## config.mk

```make
export PLATFORM = sky130hd
export DESIGN_NAME = seqctr_top
export DESIGN_NICKNAME = d
export VERILOG_FILES = /design/src/rtl/seqctr_pkg.sv /design/src/rtl/seqctr_next.sv /design/src/rtl/seqctr_term.sv /design/src/rtl/seqctr_top.sv
export SDC_FILE = /design/constraint.sdc
export NUM_CORES = 1
export LEC_CHECK = 0
export ABC_AREA = 1
export BUFFER_PORTS_ARGS = -buffer_cell sky130_fd_sc_hd__buf_4
export CAP_MARGIN = 20
export CELL_PAD_IN_SITES_DETAIL_PLACEMENT = 1
export CELL_PAD_IN_SITES_GLOBAL_PLACEMENT = 1
export CORE_MARGIN = 2
export CORE_UTILIZATION = 40
export DETAILED_ROUTE_END_ITERATION = 8
export PLACE_DENSITY = 0.88
export SYNTH_ARGS = -nofsm -noshare
export SYNTH_HDL_FRONTEND = slang
export SYNTH_SLANG_ARGS = --single-unit
```

## constraint.sdc

```tcl
create_clock -name clk -period 5.3 [get_ports clk]
set_input_delay 0.795 -clock clk [delete_from_list [all_inputs] [get_ports clk]]
set_output_delay 0.795 -clock clk [all_outputs]
set_load 0.01 [all_outputs]
```

## src/rtl/seqctr_pkg.sv

```systemverilog
package seqctr_pkg;

    localparam int ST_W   = 4;
    localparam int MODE_W = 3;
    localparam int GIX_W  = 3;
    localparam int PIX_W  = 2;

    typedef enum logic [MODE_W-1:0] {
        M_BIN  = 3'd0,
        M_GRAY = 3'd1,
        M_RING = 3'd2,
        M_BCD  = 3'd3,
        M_PRNG = 3'd4,
        M_WRAP = 3'd5
    } mode_e;

    typedef struct packed {
        mode_e           mode;
        logic [ST_W-1:0] state;
    } ctr_t;

    function automatic mode_e norm_mode(input logic [MODE_W-1:0] m);
        if (m > 3'd5) return M_BIN;
        return mode_e'(m);
    endfunction

    function automatic logic [ST_W-1:0] first_code(input mode_e m);
        case (m)
            M_RING:  return 4'b0001;
            M_PRNG:  return 4'b0010;
            default: return 4'b0000;
        endcase
    endfunction

    // Position of a code within the Gray-style walk
    function automatic logic [GIX_W-1:0] gray_pos(input logic [GIX_W-1:0] g);
        case (g)
            3'b000:  return 3'd0;
            3'b010:  return 3'd1;
            3'b110:  return 3'd2;
            3'b100:  return 3'd3;
            3'b101:  return 3'd4;
            3'b111:  return 3'd5;
            3'b011:  return 3'd6;
            default: return 3'd7;
        endcase
    endfunction

    function automatic logic [GIX_W-1:0] gray_at(input logic [GIX_W-1:0] p);
        case (p)
            3'd0:    return 3'b000;
            3'd1:    return 3'b010;
            3'd2:    return 3'b110;
            3'd3:    return 3'b100;
            3'd4:    return 3'b101;
            3'd5:    return 3'b111;
            3'd6:    return 3'b011;
            default: return 3'b001;
        endcase
    endfunction

    function automatic logic [PIX_W-1:0] prng_pos(input logic [PIX_W-1:0] c);
        case (c)
            2'b10:   return 2'd0;
            2'b01:   return 2'd1;
            2'b00:   return 2'd2;
            default: return 2'd3;
        endcase
    endfunction

    function automatic logic [PIX_W-1:0] prng_at(input logic [PIX_W-1:0] p);
        case (p)
            2'd0:    return 2'b10;
            2'd1:    return 2'b01;
            2'd2:    return 2'b00;
            default: return 2'b11;
        endcase
    endfunction

endpackage

```

## src/rtl/seqctr_next.sv

```systemverilog
module seqctr_next
    import seqctr_pkg::*;
(
    input  mode_e           mode,
    input  logic            up,
    input  logic [ST_W-1:0] cur,
    input  logic [ST_W-1:0] lim,
    output logic [ST_W-1:0] nxt
);

    localparam logic [ST_W-1:0] BCD_TOP = 4'd9;

    logic                   a, b, c;
    logic [GIX_W-1:0]       gpos, gnew;
    logic [PIX_W-1:0]       ppos, pnew;
    logic                   ring_ok;

    assign a = cur[0];
    assign b = cur[1];
    assign c = cur[2];

    always_comb begin
        gpos    = gray_pos(cur[GIX_W-1:0]);
        gnew    = up ? gpos + 3'd1 : gpos - 3'd1;
        ppos    = prng_pos(cur[PIX_W-1:0]);
        pnew    = up ? ppos + 2'd1 : ppos - 2'd1;
        ring_ok = (cur != '0) && ((cur & (cur - 4'd1)) == '0);
    end

    always_comb begin
        nxt = cur;
        case (mode)
            M_BIN: begin
                if (up) nxt = {1'b0, c ^ (a & b), b ^ a, ~a};
                else    nxt = {1'b0, c ^ (~a & ~b), b ^ ~a, ~a};
            end
            M_GRAY: nxt = {1'b0, gray_at(gnew)};
            M_RING: begin
                if (!ring_ok)  nxt = 4'b0001;
                else if (up)   nxt = {cur[ST_W-2:0], cur[ST_W-1]};
                else           nxt = {cur[0], cur[ST_W-1:1]};
            end
            M_BCD: begin
                if (up) nxt = (cur >= BCD_TOP) ? '0 : cur + 4'd1;
                else    nxt = (cur == '0 || cur > BCD_TOP) ? BCD_TOP : cur - 4'd1;
            end
            M_PRNG: nxt = {2'b00, prng_at(pnew)};
            M_WRAP: begin
                if (up)             nxt = (cur >= lim) ? '0 : cur + 4'd1;
                else if (cur == '0) nxt = lim;
                else                nxt = (cur > lim) ? lim : cur - 4'd1;
            end
            default: nxt = '0;
        endcase
    end

endmodule

```

## src/rtl/seqctr_term.sv

```systemverilog
module seqctr_term
    import seqctr_pkg::*;
(
    input  mode_e           mode,
    input  logic            up,
    input  logic [ST_W-1:0] cur,
    input  logic [ST_W-1:0] lim,
    output logic            tc
);

    logic [ST_W-1:0] end_up;

    always_comb begin
        case (mode)
            M_BIN:   end_up = 4'b0111;
            M_GRAY:  end_up = 4'b0001;
            M_RING:  end_up = 4'b1000;
            M_BCD:   end_up = 4'b1001;
            M_PRNG:  end_up = 4'b0011;
            M_WRAP:  end_up = lim;
            default: end_up = 4'b0111;
        endcase
        tc = up ? (cur == end_up) : (cur == first_code(mode));
    end

endmodule

```

## src/rtl/seqctr_top.sv

```systemverilog
module seqctr_top
    import seqctr_pkg::*;
(
    input  logic                clk,
    input  logic                rst,
    input  logic                en,
    input  logic                up,
    input  logic [MODE_W-1:0]   mode,
    input  logic [ST_W-1:0]     lim,
    output logic [ST_W-1:0]     state,
    output logic                tc
);

    ctr_t            r_d, r_q;
    mode_e           sel_mode;
    logic [ST_W-1:0] step_code;

    assign sel_mode = norm_mode(mode);

    seqctr_next u_next (
        .mode (r_q.mode),
        .up   (up),
        .cur  (r_q.state),
        .lim  (lim),
        .nxt  (step_code)
    );

    seqctr_term u_term (
        .mode (r_q.mode),
        .up   (up),
        .cur  (r_q.state),
        .lim  (lim),
        .tc   (tc)
    );

    always_comb begin
        r_d = r_q;
        if (rst || sel_mode != r_q.mode) begin
            r_d.mode  = sel_mode;
            r_d.state = first_code(sel_mode);
        end else if (en) begin
            r_d.state = step_code;
        end
    end

    always_ff @(posedge clk) begin
        r_q <= r_d;
    end

    assign state = r_q.state;

    AST_RING_LEGAL: assert property (@(posedge clk) disable iff (rst)
        (r_q.mode == M_RING) |-> $onehot(r_q.state));

    AST_HOLD_IDLE: assert property (@(posedge clk) disable iff (rst)
        (!en && sel_mode == r_q.mode) |=> $stable(r_q.state));

    AST_BCD_RANGE: assert property (@(posedge clk) disable iff (rst)
        (r_q.mode == M_BCD) |-> (r_q.state <= 4'd9));

    AST_NARROW_TOP: assert property (@(posedge clk) disable iff (rst)
        (r_q.mode == M_BIN || r_q.mode == M_GRAY) |-> !r_q.state[3]);

    AST_PRNG_UPPER: assert property (@(posedge clk) disable iff (rst)
        (r_q.mode == M_PRNG) |-> (r_q.state[3:2] == 2'b00));

    AST_WRAP_BOUND: assert property (@(posedge clk) disable iff (rst)
        (r_q.mode == M_WRAP && sel_mode == M_WRAP && r_q.state <= lim)
        |=> (r_q.state <= $past(lim)));

endmodule

```

==> results_dict.tcl, run 1 <==
set metrics [dict create \
    finalMaxSlewViolations 0 \
    synth-xor-area-share_pct 3.47 \
    wl_per_cell_um 15.2 \
    synthAdderAreaFrac_pct 11.6 \
    synth_cell_types 36 \
    die_w_um 65.5 \
    synth_compound_area_share_pct 14.5 \
    drtIter0Drc 70 \
    n_antenna_cell 0 \
    setup_tns_ps 0 \
    worstSetupPathDepth 14 \
    ys_seq_area_share_pct 13.9 \
    synthMuxAreaShare_pct 0 \
    drt-total-wl_um 4490 \
    rsz0062_at_grt "false" \
    synth_warnings 0 \
    io_buffers 15 \
    cts_setup_buffers 0 \
    fin_crit_sh_pct 49.9 \
    ff_latch_area_um2 210 \
    fin_skew_ps 2.16 \
    worst_pin_slew_ps 630 \
    cts_root_buf "clkbuf_8" \
    floorplan.initialDensity_pct 41.4 \
    hold_class "in2reg" \
    multi_input_area_um2 1110 \
    syn-cell-area_um2 1520 \
    grt_pass1_vias 1628 \
    path_buf_inv 3 \
    drc_errors 0 \
    slew_headroom_pct 58.0 \
    cap_violations 0 \
    critPathLaunchType "register" \
    vias 1595 \
    fin_nets 273 \
    cts_hold_repair.buffers 0 \
    slowest_stage "edfxtp_1" \
    routabilityCongestion 0.864 \
    final_area_um2 1670 \
    synth.avg_cell_area_um2 6.39 \
    worstSkewPairLatency_ps 230 \
    cts-htree-levels 1 \
    grt_usage_pct 22.4 \
    crit_chain "inv_2 -> ha_1 -> inv_1 -> ha_1 -> nor3_1 -> nand2_1 -> o21ai_1 -> nand3_1 -> nor2_1 -> nand2_1 -> inv_1 -> nand2_1 -> nand2_1 -> nand2_1" \
    core_um2 3660 \
    vias_per_cell 5.41 \
    cts_made_buffers 3 \
    slowest_delay_ps 540 \
    hold_viol 0 \
    ir_drop_v 0.000133 \
    period_needed_ps 2650 \
    die_y_um 65.5 \
    worstPathMaxFanout 12 \
    drive_above_1_share_pct 21.9 \
    synthesis.nets 262 \
    first_pass_iters 4 \
    fillers 510 \
    ys_ff_latch 7 \
    arrival_ps 2620 \
    clockBufferDepth 2 \
    grt_antenna_before_repair 0 \
    syn_inst 237 \
    max_freq_mhz 378 \
    cp_common_cell "nand2_1" \
    synth-simple-area-share_pct 44.1 \
    power.density_nw_per_um2 305 \
    cts.repair.resized 0 \
    grt_max_degree 22 \
    synth_top_family_by_area "simple AND/OR/NAND/NOR gates" \
    p_leak_nw 0.844 \
    status "completed" \
    crit_required_ps 5280 \
    clkTransAtPathRegs_ps 40 \
    io_pins 16 \
    whs_path_depth 2 \
    clkSinkCount 7 \
    end_kind "register" \
    criticalPathCategory "reg2reg" \
    dp_hpwl_um 3580 \
    cts_tree "built" \
    setup_viol 0 \
    grt_pass1_wl_um 7530 \
    num_rows 22 \
    die_area_um2 4300 \
    dpl_cell_area_um2 1630 \
    grt-ovfl-total 0 \
    syn2layout_area_growth_pct 10.2 \
    reg2reg_depth 14 \
    cp_top_family "simple AND/OR/NAND/NOR gates" \
    final_antenna_net_count 0 \
]
## cells in the final DEF (no fill, tap or decap), types with 2 or more instances in the layout
cell,instances
or2_1,4
nand2_1,60
nor2_2,3
nor2_1,17
inv_2,7
edfxtp_1,7
nand4_1,2
ha_1,14
clkbuf_8,3
a21oi_1,11
xor2_1,6
buf_4,15
nand2_2,11
a21oi_2,3
nor3_2,3
o21ai_1,6
o211ai_1,2
o21ai_0,6
nand3_1,26
nor3_1,3
inv_1,24
## metal layers
layer  up-vias  track usage [%]  wire length, um
met5         -                0                0
met4         0             6.25               58
met3         6            0.514              131
met2        32             40.7             2260
met1       765             28.8             2040
li1        792                -                -
## cell usage after synthesis
cell      count  area share [%]
a21oi_1      11             3.6
nand3_1      26             8.6
nor3_2        3             2.0
nand4_1       2            0.83
o21ai_1       6             2.0
a21oi_2       3             1.7
clkbuf_1      1            0.25
nand3b_1      1            0.50
o211ai_1      2            0.99
nand2_4       1            0.74
nand3_4       1             1.2
buf_4         5             2.5
nor3_1        3            0.99
nor2_2        3             1.2
inv_1        24             5.9
inv_8         1            0.74
buf_2         2            0.66
nand2_2      11             4.5
nand3_2       1            0.66
o21ai_0       6             2.0
o21a_1        1            0.50
o31ai_1       1            0.50
a211oi_2      1            0.83
buf_6         1            0.74
xor2_1        6             3.5
ha_1         14              12
nor2_4        1            0.74
nor2_1       17             4.2
inv_2         7             1.7
nand4_4       1             1.4
nand2_1      60              15
o22ai_2       1            0.83
o22ai_1       1            0.41
a21oi_4       1             1.1
edfxtp_1      7              14
or2_1         4             1.7
## worst register-to-register path, delay by kind of cell (launching register included)
kind / cells / cell delay (ps)
buffers and inverters: 3 / 420
and+or+nand+nor: 8 / 850
DFF: 1 / 540
AOI/OAI and AO/OA: 1 / 140
adders and majority gates: 2 / 450
## stage by stage
stage / power [mW] / worst slack [ps] / utilization [%] / hold slack (ps) / cells
detailed placement: 0.432 / 2690 / 44.4 / 909 / 291
global placement: 0.420 / 2750 / 44.4 / 881 / 291
CTS: 0.510 / 2650 / 45.6 / 891 / 295
finish: 0.509 / 2650 / 45.6 / 894 / 295
floorplan: 0.354 / 2860 / - / 830 / 237
global route: 0.558 / 2370 / 45.6 / 911 / 295
## worst paths after layout
check | to | from | slack, ps
worst max-delay path | state[0]$_DFFE_PP_ | state[0]$_DFFE_PP_ | 2650
worst min-delay path | r_q[5]$_DFFE_PN_ | mode[2] | 890
worst max register to register | state[0]$_DFFE_PP_ | state[0]$_DFFE_PP_ | 2650
worst min register to register | r_q[5]$_DFFE_PN_ | r_q[6]$_DFFE_PN_ | 910
## state kept, by name, indices dropped and copies added, names as in the netlist
| signal | count |
|---|---|
| r_q | 3 |
| state | 4 |
## power by group
group | switching (mW) | leakage (nW) | internal (mW)
clock network | 0.0233 | 0.0228 | 0.0521
registers | 0.0235 | 0.0800 | 0.0710
logic | 0.217 | 0.741 | 0.123
total | 0.264 | 0.844 | 0.246
## cell type report
class                   instances  share of cell area, %
well taps                      48                   3.60
clock buffers                   4                   2.70
multi-input cells             189                   66.7
repair buffers                 15                   6.74
inverters                      32                   7.64
flip-flops and latches          7                   12.6
## kinds of logic after synthesis
family / after synthesis
XOR/XNOR: 6
buffers and inverters: 41
AND/OR/NAND/NOR: 135
flip-flops: 7
adder cells (fa/ha/maj): 14
AO/OA/AOI/OAI: 34
No activity file was read; power rests on OpenSTA's default activity.
==> inputs of run 2 (changes only) <==
- clock period: 5.3 -> 2.5 ns (I/O delays scaled with it)
==> results_dict.tcl, run 2 (same netlist as run 1, synthesis figures left out) <==
set metrics [dict create \
    fin_crit_sh_pct 93.7 \
    cap_violations 0 \
    hold_class "in2reg" \
    slew_headroom_pct 66.7 \
    drive_above_1_share_pct 29.0 \
    largest_reg_flops 4 \
    criticalPathCategory "reg2reg" \
    die_y_um 65.5 \
    worstSkewPairLatency_ps 230 \
    die_w_um 65.5 \
    slowest_stage "edfxtp_1" \
    top_regs "state (4), r_q (3)" \
    first_pass_iters 4 \
    cts_made_buffers 3 \
    fillers 517 \
    arrival_ps 2320 \
    critPathLaunchType "register" \
    layout_commonest_cell "nand2_1" \
    slowest_delay_ps 560 \
    power.density_nw_per_um2 654 \
    vias_per_cell 5.28 \
    grt_pass1_wl_um 7760 \
    hold_viol 0 \
    cts_tree "built" \
    cp_common_cell "nand2_1" \
    worstPathMaxFanout 8 \
    end_kind "register" \
    n_antenna_cell 0 \
    multi_input_area_um2 1160 \
    io_pins 16 \
    crit_chain "buf_6 -> ha_1 -> a21oi_4 -> nand2_4 -> nand2_2 -> ha_4 -> a21oi_2 -> nand2_2 -> nand3_1 -> nand2_1 -> inv_1 -> nand2_1 -> nand2_1 -> nand2_1" \
    setup_viol 0 \
    fin_skew_ps 0.795 \
    regMostFlops "state" \
    clockBufferDepth 2 \
    fin_nets 285 \
    crit_required_ps 2480 \
    ff_latch_area_um2 210 \
    clkTransAtPathRegs_ps 40 \
    dp_hpwl_um 3710 \
    ir_drop_v 0.000340 \
    grt_usage_pct 23.3 \
    grt_pass1_vias 1632 \
    io_buffers 15 \
    wl_per_cell_um 15.5 \
    drc_errors 0 \
    period_needed_ps 2340 \
    fin_util_pct 49.5 \
    grt-ovfl-total 0 \
    floorplan.initialDensity_pct 41.4 \
    status "completed" \
    die_area_um2 4300 \
    grt_max_degree 22 \
    clockPowerShare_pct 13.4 \
    p_leak_nw 0.906 \
    drtIter0Drc 71 \
    cts-htree-levels 1 \
    routabilityCongestion 0.910 \
    grt_antenna_before_repair 0 \
    syn2layout_area_growth_pct 19.7 \
    max_freq_mhz 427 \
    mostFrequentLayoutCells "59 x nand2_1, 26 x nand3_1, 26 x buf_4, 24 x inv_1, 16 x nor2_1" \
    seq_power_share_pct 16.1 \
    swShare_pct 50.5 \
    worst_pin_slew_ps 499 \
    power_switching_mw 0.599 \
    rsz0062_at_grt "false" \
    final_antenna_net_count 0 \
    combPwrFrac_pct 70.6 \
    vias 1620 \
    cts_root_buf "clkbuf_8" \
    finalMaxSlewViolations 0 \
    p_int_mw 0.587 \
    num_rows 22 \
    clkSinkCount 7 \
    setup_tns_ps 0 \
    drt-total-wl_um 4750 \
    core_um2 3660 \
]
==> run 2: final cells by class <==
cell class / count / area share (%)
Sequential cell: 7 / 11.6
Multi-Input combinational cell: 189 / 64.0
Timing Repair Buffer: 27 / 11.4
Clock inverter: 1 / 0.276
Tap cell: 48 / 3.31
Clock buffer: 3 / 2.28
Inverter: 32 / 7.18
==> run 2: timing repair <==
item / in CTS / in global routing
resized for setup: 0 / 11
endpoints found under the setup margin: 0 / 4
buffers inserted: 0 / 4
hold buffers: 0 / 0
==> run 2: worst paths after layout <==
check / slack [ps] / cells after the start / startpoint / to
hold reg to reg: 900 / 2 / r_q[6]$_DFFE_PN_ / r_q[4]$_DFFE_PN_
hold / removal: 470 / 2 / mode[2] / r_q[5]$_DFFE_PN_
setup reg to reg: 160 / 14 / state[1]$_DFFE_PP_ / state[0]$_DFFE_PP_
setup / recovery: 160 / 14 / state[1]$_DFFE_PP_ / state[0]$_DFFE_PP_
==> run 2: power groups by stage <==
stage                     Sequential, mW  Combinational (mW)  Clock, mW
after global routing               0.193               0.937      0.165
after floorplan                    0.178               0.573          0
after global placement             0.187               0.740          0
after CTS                          0.187               0.779      0.160
final                              0.191               0.837      0.159
after detailed placement           0.189               0.772          0
==> run 2: metal layers <==
layer	wire length, um	vias up	track usage [%]
li1	-	816	-
met1	2190	773	29.6
met2	2430	24	43.0
met3	56	7	1.20
met4	78	0	5.73
met5	0	-	0
==> run 2: per-stage QoR <==
| stage | hold slack [ps] | power [mW] | cells | worst slack, ps | cell area (um^2) |
|---|---|---|---|---|---|
| final | 474 | 1.19 | 307 | 157 | 1810 |
| after global routing | 480 | 1.29 | 307 | 5.59 | 1810 |
| after CTS | 473 | 1.13 | 303 | 1.32 | 1730 |
| after detailed placement | 710 | 0.961 | 299 | 44.8 | 1690 |
| after global placement | 701 | 0.927 | 299 | 107 | 1690 |
| after floorplan | 584 | 0.751 | 237 | 250 | 1520 |
==> run 2: critical path: cells and delay by family, from the launching register on <==
family,cells,cell delay [ps]
flip-flops,1,560
AO/OA/AOI/OAI,2,300
buffers and inverters,2,250
adder cells (fa/ha/maj),2,420
AND/OR/NAND/NOR,8,560
==> inputs of run 3 (changes only) <==
- CORE_ASPECT_RATIO: not set -> 0.8
==> results_dict.tcl, run 3 (same netlist as run 1, synthesis figures left out) <==
set metrics [dict create \
    status "completed" \
    grt_max_degree 22 \
    crit_required_ps 2470 \
    arrival_ps 2290 \
    r2r_start "state[1]$_DFFE_PP_" \
    io_pins 16 \
    floorplan.initialDensity_pct 43.1 \
    wl_per_cell_um 15.9 \
    ir_drop_v 0.000350 \
    syn2layout_area_growth_pct 18.9 \
    dp_hpwl_um 3900 \
    first_pass_iters 4 \
    hold_class "in2reg" \
    drt-total-wl_um 4790 \
    largest_reg_flops 4 \
    slowest_delay_ps 500 \
    cts_made_buffers 3 \
    die_area_um2 4300 \
    vias 1642 \
    slew_headroom_pct 65.0 \
    drtIter0Drc 131 \
    grt_usage_pct 23.9 \
    power_mw 1.18 \
    worstReg2RegEnd "state[2]$_SDFFCE_PN0P_" \
    fin_nets 285 \
    period_needed_ps 2320 \
    p_leak_nw 0.903 \
    worstSkewPairLatency_ps 220 \
    worst_pin_slew_ps 524 \
    final_antenna_net_count 0 \
    crit_chain "ha_2 -> or2_1 -> o31ai_4 -> nand2_1 -> ha_4 -> inv_1 -> nand3_1 -> nand2_1 -> inv_1 -> nand3_1 -> nand3_1 -> a21oi_2" \
    final_area_um2 1800 \
    rsz0062_at_grt "false" \
    top_regs "state (4), r_q (3)" \
    layout_commonest_cell "nand2_1" \
    io_buffers 15 \
    reg2reg_depth 12 \
    clkTransAtPathRegs_ps 40 \
    grt_pass1_wl_um 7860 \
    n_antenna_cell 0 \
    fin_crit_sh_pct 92.7 \
    fillers 477 \
    power.density_nw_per_um2 654 \
    max_freq_mhz 431 \
    die_w_um 72.8 \
    core_um2 3520 \
    routabilityCongestion 0.859 \
    clockBufferDepth 2 \
    regMostFlops "state" \
    clkSinkCount 7 \
    setup_viol 0 \
    grt_pass1_vias 1668 \
    hold_viol 0 \
    grt_antenna_before_repair 0 \
    mostFrequentLayoutCells "60 x nand2_1, 27 x buf_4, 26 x nand3_1, 24 x inv_1, 17 x nor2_1" \
    cts_tree "built" \
    r2r_slack_ps 180 \
    finalMaxSlewViolations 0 \
    cap_violations 0 \
    grt-ovfl-total 0 \
    end_kind "register" \
    worstPathMaxFanout 6 \
    cts_hold_repair.buffers 0 \
    vias_per_cell 5.46 \
    cts-htree-levels 1 \
    die_y_um 59.1 \
    cts_root_buf "clkbuf_8" \
    fin_util_pct 51.2 \
    startpoint "state[1]$_DFFE_PP_" \
    criticalPathCategory "reg2reg" \
    slowest_stage "edfxtp_1" \
    fin_skew_ps 1.61 \
    critPathLaunchType "register" \
    drive_above_1_share_pct 27.8 \
    crit_path_end "state[2]$_SDFFCE_PN0P_" \
    drc_errors 0 \
    num_rows 19 \
    dpl_cell_area_um2 1690 \
    cp_common_cell "nand3_1" \
]
## run 3: worst max-delay path: cells and delay by family (launching register included)
family | cells | cell delay, ps
AOI/OAI and AO/OA | 2 | 140
adders and majority gates | 2 | 560
buffers and inverters | 2 | 120
DFF | 1 | 500
and+or+nand+nor | 6 | 740
## run 3: report_power, final
group	switching, mW	leakage, nW	internal [mW]
combinational	0.512	0.800	0.328
clock	0.0465	0.0228	0.110
sequential	0.0320	0.0800	0.151
total	0.591	0.903	0.588
## run 3: how the worst min path moves through the flow
stage,start,end,cells after the start
3_3_place_gp,mode[2],r_q[5]$_DFFE_PN_,2
6_report,mode[2],r_q[5]$_DFFE_PN_,2
2_1_floorplan,mode[2],r_q[5]$_DFFE_PN_,1
5_1_grt,mode[2],r_q[5]$_DFFE_PN_,2
3_5_place_dp,mode[2],r_q[5]$_DFFE_PN_,2
4_1_cts,mode[2],r_q[5]$_DFFE_PN_,2
## run 3: repair_timing
| action | in CTS | in global routing |
|---|---|---|
| setup endpoints to repair | 1 | 3 |
| buffers inserted | 1 | 1 |
| gates cloned | 0 | 0 |
| hold endpoints to repair | 0 | 0 |
| resized for setup | 0 | 8 |
## run 3: area by class of cell
| class | count | area, um^2 | share of cell area, % |
|---|---|---|---|
| clock buffer | 4 | 45.0 | 2.50 |
| inverter | 32 | 128 | 7.08 |
| multi-input combinational | 189 | 1160 | 64.6 |
| sequential | 7 | 210 | 11.7 |
| tap | 42 | 52.6 | 2.92 |
| timing repair buffer | 27 | 203 | 11.2 |
## run 3: metrics by stage
step	instances	hold slack, ps	TNS (ps)	worst slack, ps
after floorplan	237	584	0	250
after global placement	295	704	0	98.2
after detailed placement	295	711	-7.40	-7.40
after CTS	300	474	0	7.92
after global routing	301	480	0	29.5
final	301	475	0	182
## run 3: metal layers
metal	vias up	wire length (um)	track usage (%)	part of all wire, %
li1	819	-	-	-
met3	4	259	2.38	5.4
met2	42	2230	39.9	47
met5	-	0	0	0
met4	0	34	5.82	0.71
met1	777	2260	33.4	47
